$ cat src/rtl/sticky_shr_pkg.sv
package sticky_shr_pkg;

    // Which path of the shifter handles a given count.
    typedef enum logic [1:0] {
        SPAN_LOW   = 2'd0,  // count below one word width
        SPAN_HIGH  = 2'd1,  // count from one word width up to full width - 1
        SPAN_FLUSH = 2'd2   // count at or beyond the full width
    } span_e;

endpackage

$ cat src/rtl/sticky_shr_span.sv
module sticky_shr_span
    import sticky_shr_pkg::*;
#(
    parameter int WORD_W = 64,
    parameter int CNT_W  = 8,
    localparam int IDX_W = $clog2(WORD_W)
) (
    input  logic [CNT_W-1:0] shamt,
    output span_e            span,
    output logic [IDX_W-1:0] sub_amt
);
    localparam int FULL_W = 2 * WORD_W;
    localparam logic [CNT_W:0] FULL_C = (CNT_W+1)'(FULL_W);
    localparam logic [CNT_W:0] WORD_C = (CNT_W+1)'(WORD_W);

    logic [CNT_W:0] cnt_ext;

    always_comb begin
        cnt_ext = {1'b0, shamt};
        // Word width is a power of two, so the in-word remainder is the low bits.
        sub_amt = shamt[IDX_W-1:0];
        if (cnt_ext >= FULL_C) begin
            span = SPAN_FLUSH;
        end else if (cnt_ext >= WORD_C) begin
            span = SPAN_HIGH;
        end else begin
            span = SPAN_LOW;
        end
    end

endmodule

$ cat src/rtl/sticky_shr_mask.sv
module sticky_shr_mask #(
    parameter int WORD_W = 64,
    localparam int IDX_W = $clog2(WORD_W)
) (
    input  logic [IDX_W-1:0]  amt,
    output logic [WORD_W-1:0] mask
);
    // Thermometer mask: bit b is set when b is below the shift amount.
    // Built bit by bit so that no shift by a full word width is ever formed.
    for (genvar b = 0; b < WORD_W; b++) begin : g_bit
        assign mask[b] = (IDX_W'(b) < amt);
    end

endmodule

$ cat src/rtl/sticky_shr_low.sv
module sticky_shr_low #(
    parameter int WORD_W = 64,
    localparam int IDX_W = $clog2(WORD_W)
) (
    input  logic [WORD_W-1:0] hi,
    input  logic [WORD_W-1:0] lo,
    input  logic [IDX_W-1:0]  amt,
    output logic [WORD_W-1:0] hi_res,
    output logic [WORD_W-1:0] lo_res
);
    logic [2*WORD_W-1:0] cat_s;
    logic [WORD_W-1:0]   lost_m;
    logic                sticky;

    sticky_shr_mask #(.WORD_W(WORD_W)) u_mask (
        .amt  (amt),
        .mask (lost_m)
    );

    always_comb begin
        // Shift the joined pair: the upper word's low bits move into the lower word.
        cat_s  = {hi, lo} >> amt;
        sticky = |(lo & lost_m);
        hi_res = cat_s[2*WORD_W-1:WORD_W];
        lo_res = cat_s[WORD_W-1:0] | {{(WORD_W-1){1'b0}}, sticky};
    end

endmodule

$ cat src/rtl/sticky_shr_high.sv
module sticky_shr_high #(
    parameter int WORD_W = 64,
    localparam int IDX_W = $clog2(WORD_W)
) (
    input  logic [WORD_W-1:0] hi,
    input  logic [WORD_W-1:0] lo,
    input  logic [IDX_W-1:0]  amt,
    output logic [WORD_W-1:0] lo_res
);
    logic [WORD_W-1:0] lost_m;
    logic              sticky;

    sticky_shr_mask #(.WORD_W(WORD_W)) u_mask (
        .amt  (amt),
        .mask (lost_m)
    );

    always_comb begin
        // amt is the count minus one word width; the whole lower word is lost.
        sticky = (|lo) | (|(hi & lost_m));
        lo_res = (hi >> amt) | {{(WORD_W-1){1'b0}}, sticky};
    end

endmodule

$ cat src/rtl/sticky_rshift.sv
module sticky_rshift
    import sticky_shr_pkg::*;
#(
    parameter int WORD_W  = 64,
    parameter int CNT_W   = 8,
    parameter bit REG_OUT = 1'b1
) (
    input  logic              clk,
    input  logic              rst_n,
    input  logic [WORD_W-1:0] hi_i,
    input  logic [WORD_W-1:0] lo_i,
    input  logic [CNT_W-1:0]  shamt_i,
    output logic [WORD_W-1:0] hi_o,
    output logic [WORD_W-1:0] lo_o
);
    localparam int IDX_W = $clog2(WORD_W);

    typedef struct packed {
        logic [WORD_W-1:0] hi;
        logic [WORD_W-1:0] lo;
    } pair_t;

    span_e             span_s;
    logic [IDX_W-1:0]  sub_amt_s;
    logic [WORD_W-1:0] low_hi_s;
    logic [WORD_W-1:0] low_lo_s;
    logic [WORD_W-1:0] high_lo_s;
    logic              any_set_s;

    pair_t res_d;
    pair_t res_q;

    sticky_shr_span #(.WORD_W(WORD_W), .CNT_W(CNT_W)) u_span (
        .shamt   (shamt_i),
        .span    (span_s),
        .sub_amt (sub_amt_s)
    );

    sticky_shr_low #(.WORD_W(WORD_W)) u_low (
        .hi     (hi_i),
        .lo     (lo_i),
        .amt    (sub_amt_s),
        .hi_res (low_hi_s),
        .lo_res (low_lo_s)
    );

    sticky_shr_high #(.WORD_W(WORD_W)) u_high (
        .hi     (hi_i),
        .lo     (lo_i),
        .amt    (sub_amt_s),
        .lo_res (high_lo_s)
    );

    always_comb begin
        any_set_s = (|hi_i) | (|lo_i);
        res_d     = '0;
        unique case (span_s)
            SPAN_LOW: begin
                res_d.hi = low_hi_s;
                res_d.lo = low_lo_s;
            end
            SPAN_HIGH: begin
                res_d.hi = '0;
                res_d.lo = high_lo_s;
            end
            default: begin
                res_d.hi = '0;
                res_d.lo = {{(WORD_W-1){1'b0}}, any_set_s};
            end
        endcase
    end

    if (REG_OUT) begin : g_reg
        always_ff @(posedge clk or negedge rst_n) begin
            if (!rst_n) begin
                res_q <= '0;
            end else begin
                res_q <= res_d;
            end
        end
    end else begin : g_comb
        assign res_q = res_d;
    end

    assign hi_o = res_q.hi;
    assign lo_o = res_q.lo;

endmodule

$ cat config.mk
export PLATFORM = sky130hd
export DESIGN_NAME = sticky_rshift
export DESIGN_NICKNAME = d
export VERILOG_FILES = /design/src/rtl/sticky_shr_pkg.sv /design/src/rtl/sticky_shr_span.sv /design/src/rtl/sticky_shr_mask.sv /design/src/rtl/sticky_shr_low.sv /design/src/rtl/sticky_shr_high.sv /design/src/rtl/sticky_rshift.sv
export SDC_FILE = /design/constraint.sdc
export NUM_CORES = 1
export LEC_CHECK = 0
export ABC_AREA = 1
export BUFFER_PORTS_ARGS = -buffer_cell sky130_fd_sc_hd__buf_2
export CORE_MARGIN = 2
export CORE_UTILIZATION = 49
export CTS_CLUSTER_SIZE = 14
export DETAILED_ROUTE_END_ITERATION = 10
export PLACE_DENSITY = 0.79
export SLEW_MARGIN = 10
export SYNTH_ARGS = -nofsm -noshare
export SYNTH_HDL_FRONTEND = slang
export SYNTH_SLANG_ARGS = --single-unit
export TNS_END_PERCENT = 30
$ cat constraint.sdc
create_clock -name clk -period 1.2 [get_ports clk]
set_clock_uncertainty 0.1 [all_clocks]
set_input_delay 0.24 -clock clk [delete_from_list [all_inputs] [get_ports clk]]
set_output_delay 0.24 -clock clk [all_outputs]
set_load 0.1 [all_outputs]
==> results of run 1 <==
==> stage by stage <==
stage / util [%] / TNS, ns / cell area, um^2 / std cells / setup slack [ns]
2_1_floorplan: - / -41.28 / 15300 / 2626 / -0.426
3_3_place_gp: 73.6 / -101.59 / 21600 / 3527 / -0.978
3_5_place_dp: 73.6 / -109.30 / 21600 / 3527 / -1.04
4_1_cts: 79.0 / -59.29 / 23200 / 3572 / -0.424
==> logic make-up after synthesis <==
kind of cell    after synthesis  synth area share [%]
compound gates              240                  9.55
flops                       128                  22.1
simple gates               1971                  59.3
buf+inv                     287                  9.11
==> layer usage <==
layer  global-route usage [%]  GRT overflow
met5                     24.2             0
met4                     70.2            75
met3                     59.2             0
met2                     86.9            77
met1                     72.5             0
==> cells in the mapped netlist, drive strengths merged <==
cell type	count	area share [%]
a21oi	35	1.2
or2	11	0.47
nand4	12	0.52
nand2	907	24
o31ai	1	0.052
buf	135	5.2
o22ai	9	0.39
nor4	11	0.47
a31oi	1	0.043
nor3b	1	0.052
o2111ai	1	0.060
o211a	1	0.069
and2	12	0.52
a22oi	2	0.10
nor3	2	0.069
nand3b	2	0.10
clkinv	1	0.034
inv	100	2.6
o21ai	160	5.7
o21bai	1	0.052
nor2	172	4.5
dfrtp	128	22
o211ai	29	1.9
clkbuf	51	1.3
nand3	841	29
==> repair_timing <==
action / 4_1_cts
endpoints found under the hold margin: 128
setup buffers: 9
gates cloned: 3
hold buffers: 1
pin swaps: 22
resized for setup: 220
setup endpoints to repair: 256
==> qor.yml, run 1 <==
run_status:
  status: "did not finish"
  haltStage: "global routing (5_1_grt)"
  error_line: "[ERROR GRT-0232] Routing congestion too high. Check the congestion heatmap in the GUI."
global_route:
  grt_max_degree: 66
  grt-ovfl-total: 152
  grtUsageTotal_pct: 72.1
synth:
  ys_seq_area_share_pct: 22.1
  syn_area_per_cell_um2: 5.53
  synth_nets: 2764
  netlist_area_um2: 14500
  yosysWarnings: 0
  synthDistinctLibCells: 37
  ys_seq_elements: 128
  syn-instance-count: 2626
cts:
  cts.sinks: 128
  htree_levels: 4
  cts-root-buf: "clkbuf_16"
  cts_buffer_depth: 2
  cts-buffers-inserted: 17
place:
  portBuffers: 265
  gp_congestion: 1.46
  hpwl_mm: 65.1
floorplan:
  start_util_pct: 49.4
  die_y_um: 176
  pin_count: 266
  fp-row-count: 63
  dieWidth_um: 176
==> run 2: changes to the inputs <==
--- a/config.mk
+++ b/config.mk
@@ -8,10 +8,9 @@
 export ABC_AREA = 1
 export BUFFER_PORTS_ARGS = -buffer_cell sky130_fd_sc_hd__buf_2
 export CORE_MARGIN = 2
-export CORE_UTILIZATION = 49
-export CTS_CLUSTER_SIZE = 14
+export CORE_UTILIZATION = 34
 export DETAILED_ROUTE_END_ITERATION = 10
-export PLACE_DENSITY = 0.79
+export PLACE_DENSITY_LB_ADDON = 0.15
 export SLEW_MARGIN = 10
 export SYNTH_ARGS = -nofsm -noshare
 export SYNTH_HDL_FRONTEND = slang
==> qor.yml, run 2 <==
run_status:
  status: "finished, violations left"
  failed_checks: "setup timing"
sta:
  final.setup.worst_slack_ns: -0.648
  fmax_mhz: 541
  slew_headroom_pct: 33.8
  drv_slew: 0
  fin_crit_sh_pct: 154
  setup_viol: 256
  tns_ns: -83.22
  hold_viol_final: 0
  worst_slew_pin_slew_ns: 0.992
  finalCriticalPeriod_ns: 1.85
  rsz0062_at_grt: "true"
worst_hold_path:
  hold_class: "input port to asynchronous set/reset pin"
route:
  avgRoutedWirePerCell_um: 26.1
  drc_errors: 0
  drtIter0Drc: 2968
  ant_nets: 0
  dr.pass1.iters: 8
  drt-total-wl_mm: 101
  viasPerCell: 6.02
  vias: 23200
worst_setup_path:
  crit_chain: "buf_16, buf_12, bufbuf_16, buf_6, o211ai_1, nand3_1, nand3_1, nand3_1, nand2_2, nand2_1, nand3_2, nand2_1, nand2_1"
  crit_type: "input port to register"
  cp.required_ns: 1.48
  cp_max_fo: 10
  slowest_delay_ns: 0.28
  cp_top_family: "simple AND/OR/NAND/NOR gates"
  arrival_ns: 2.12
  startpoint_type: "input port"
  cp_slowest_cell: "bufbuf_16"
  crit_buf_inv: 4
  setup.worst_path.end_class: "register"
pwr:
  p_leak_uw: 0.0132
  p_per_area_nw_per_um2: 882
  combPwrFrac_pct: 56.9
  ir_worst_vdd_mv: 0.734
  total_power_uw: 23900
  switching_share_pct: 46.9
  power.internal_uw: 12700
  seqPwrFrac_pct: 20.3
  p_switching_uw: 11200
  clockPowerShare_pct: 22.8
synth:
  synth-edff-count: 0  # unchanged
  synth-async-reset-ratio_pct: 100  # unchanged
  synth_ff_type: "dfrtp_1"
  synthDistinctLibCells: 37  # unchanged
  synth_most_common_cell: "nand2_1"
  synth.area.top_cells: "nand3_1, nand2_1, dfrtp_1"
  synthTopCellsByCount: "nand2_1, nand3_1, nor2_1"
  ys_seq_area_share_pct: 22.1  # unchanged
  ys_seq_elements: 128  # unchanged
  synth_nets: 2764  # unchanged
  synth_top_area_share_pct: 29.0  # unchanged
  yosysWarnings: 0  # unchanged
  syn_area_per_cell_um2: 5.53  # unchanged
  yosysTopAreaCell: "nand3_1"
  syn-instance-count: 2626  # unchanged
  netlist_area_um2: 14500  # unchanged
cts:
  htree_levels: 4  # unchanged
  cts-root-buf: "clkbuf_16"
  cts.sinks: 128  # unchanged
  cts_tree: "done"
  clk_pin_slew_ns: 0.06
  cts_buffer_depth: 2  # unchanged
  cts-buffers-inserted: 17  # unchanged
global_route:
  grt_pass1_wl_mm: 143
  grt-ovfl-total: 0
  grt_max_degree: 68
  antenna_found_initial: 2
  grt_pass1_vias: 22200
  grtUsageTotal_pct: 43.9
cells_and_area:
  num-nets-final: 3442
  fin_util_pct: 64.5
  final_common_cell: "nand2_1"
  drive_gt1_share_pct: 48.0
  area_growth_pct: 86.9
  final_cell_mix: "nand2_1, nand3_1, buf_4"
place:
  gp_congestion: 1.08  # -26%
  portBuffers: 265  # unchanged
  hpwl_mm: 76.9  # +18%
floorplan:
  dieArea_um2: 44300
  pin_count: 266  # unchanged
  die_y_um: 211  # +20%
  dieWidth_um: 211  # +20%
  fp.coreArea_um2: 42000
  start_util_pct: 34.5  # -15 points
  fp-row-count: 75  # +19%
flow_run:
  cap_viol_max_count: 0
run 2: cell counts after synthesis:
Identical to the previous run, type by type.
run 2: power groups by stage:
stage / Sequential [uW] / Clock (uW) / Combinational [uW]
3_3_place_gp: 4930 / 0 / 11200
4_1_cts: 4850 / 5440 / 12200
5_1_grt: 4870 / 5630 / 14100
6_report: 4850 / 5460 / 13600
3_5_place_dp: 4930 / 0 / 11300
2_1_floorplan: 6710 / 0 / 4140
run 2: final cells by class:
class / count / area [um^2]
diodes: 2 / 5.00
fillers: 3709 / 14900
well taps: 539 / 674
repair buffers: 845 / 8670
clock inverters: 14 / 169
clock buffers: 18 / 439
inverters: 101 / 417
multi-input cells: 2211 / 13500
flip-flops and latches: 128 / 3200
run 2: worst paths after layout:
path	from	to	cells past startpoint
max	shamt_i[0]	lo_o[26]	13
min	rst_n	hi_o[18]	2
max in group asynchronous	rst_n	lo_o[56]	3
min in group clk	hi_i[24]	lo_o[0]	7
run 2: stage by stage:
step | worst slack [ns] | instances | area (um^2) | hold slack [ns]
2_1_floorplan | -0.426 | 2626 | 15300 | -0.156
3_3_place_gp | -1.24 | 3775 | 22400 | 0.0449
3_5_place_dp | -1.27 | 3775 | 22400 | 0.0481
4_1_cts | -0.584 | 3835 | 25000 | 0.171
5_1_grt | -0.671 | 3857 | 27100 | 0.193
6_report | -0.648 | 3858 | 27100 | 0.163
run 2: metal layers:
metal	up-vias	track usage (%)	wire, um
li1	10200	-	-
met1	10900	51.2	36300
met2	1606	70.9	45200
met3	470	9.83	10100
met4	0	31.7	9250
met5	-	0	0
run 2: what timing repair did:
| action | CTS | global route |
|---|---|---|
| buffers inserted | 16 | 15 |
| endpoints found under the setup margin | 256 | 256 |
| cloned | 11 | 6 |
| hold buffers | 1 | 0 |
| endpoints found under the hold margin | 128 | 0 |
| gates resized for setup | 378 | 406 |
| pin swaps | 93 | 113 |
run 2: cells by family (layout without fill, tap and decap cells):
| family | Yosys count | count (layout) | synth area share [%] |
|---|---|---|---|
| and+or+nand+nor | 1971 | 1971 | 59.3 |
| DFF | 128 | 128 | 22.1 |
| buffers and inverters | 287 | 978 | 9.11 |
| other | 0 | 2 | 0 |
| AOI/OAI and AO/OA | 240 | 240 | 9.55 |
(Power assumes the default switching activity.)
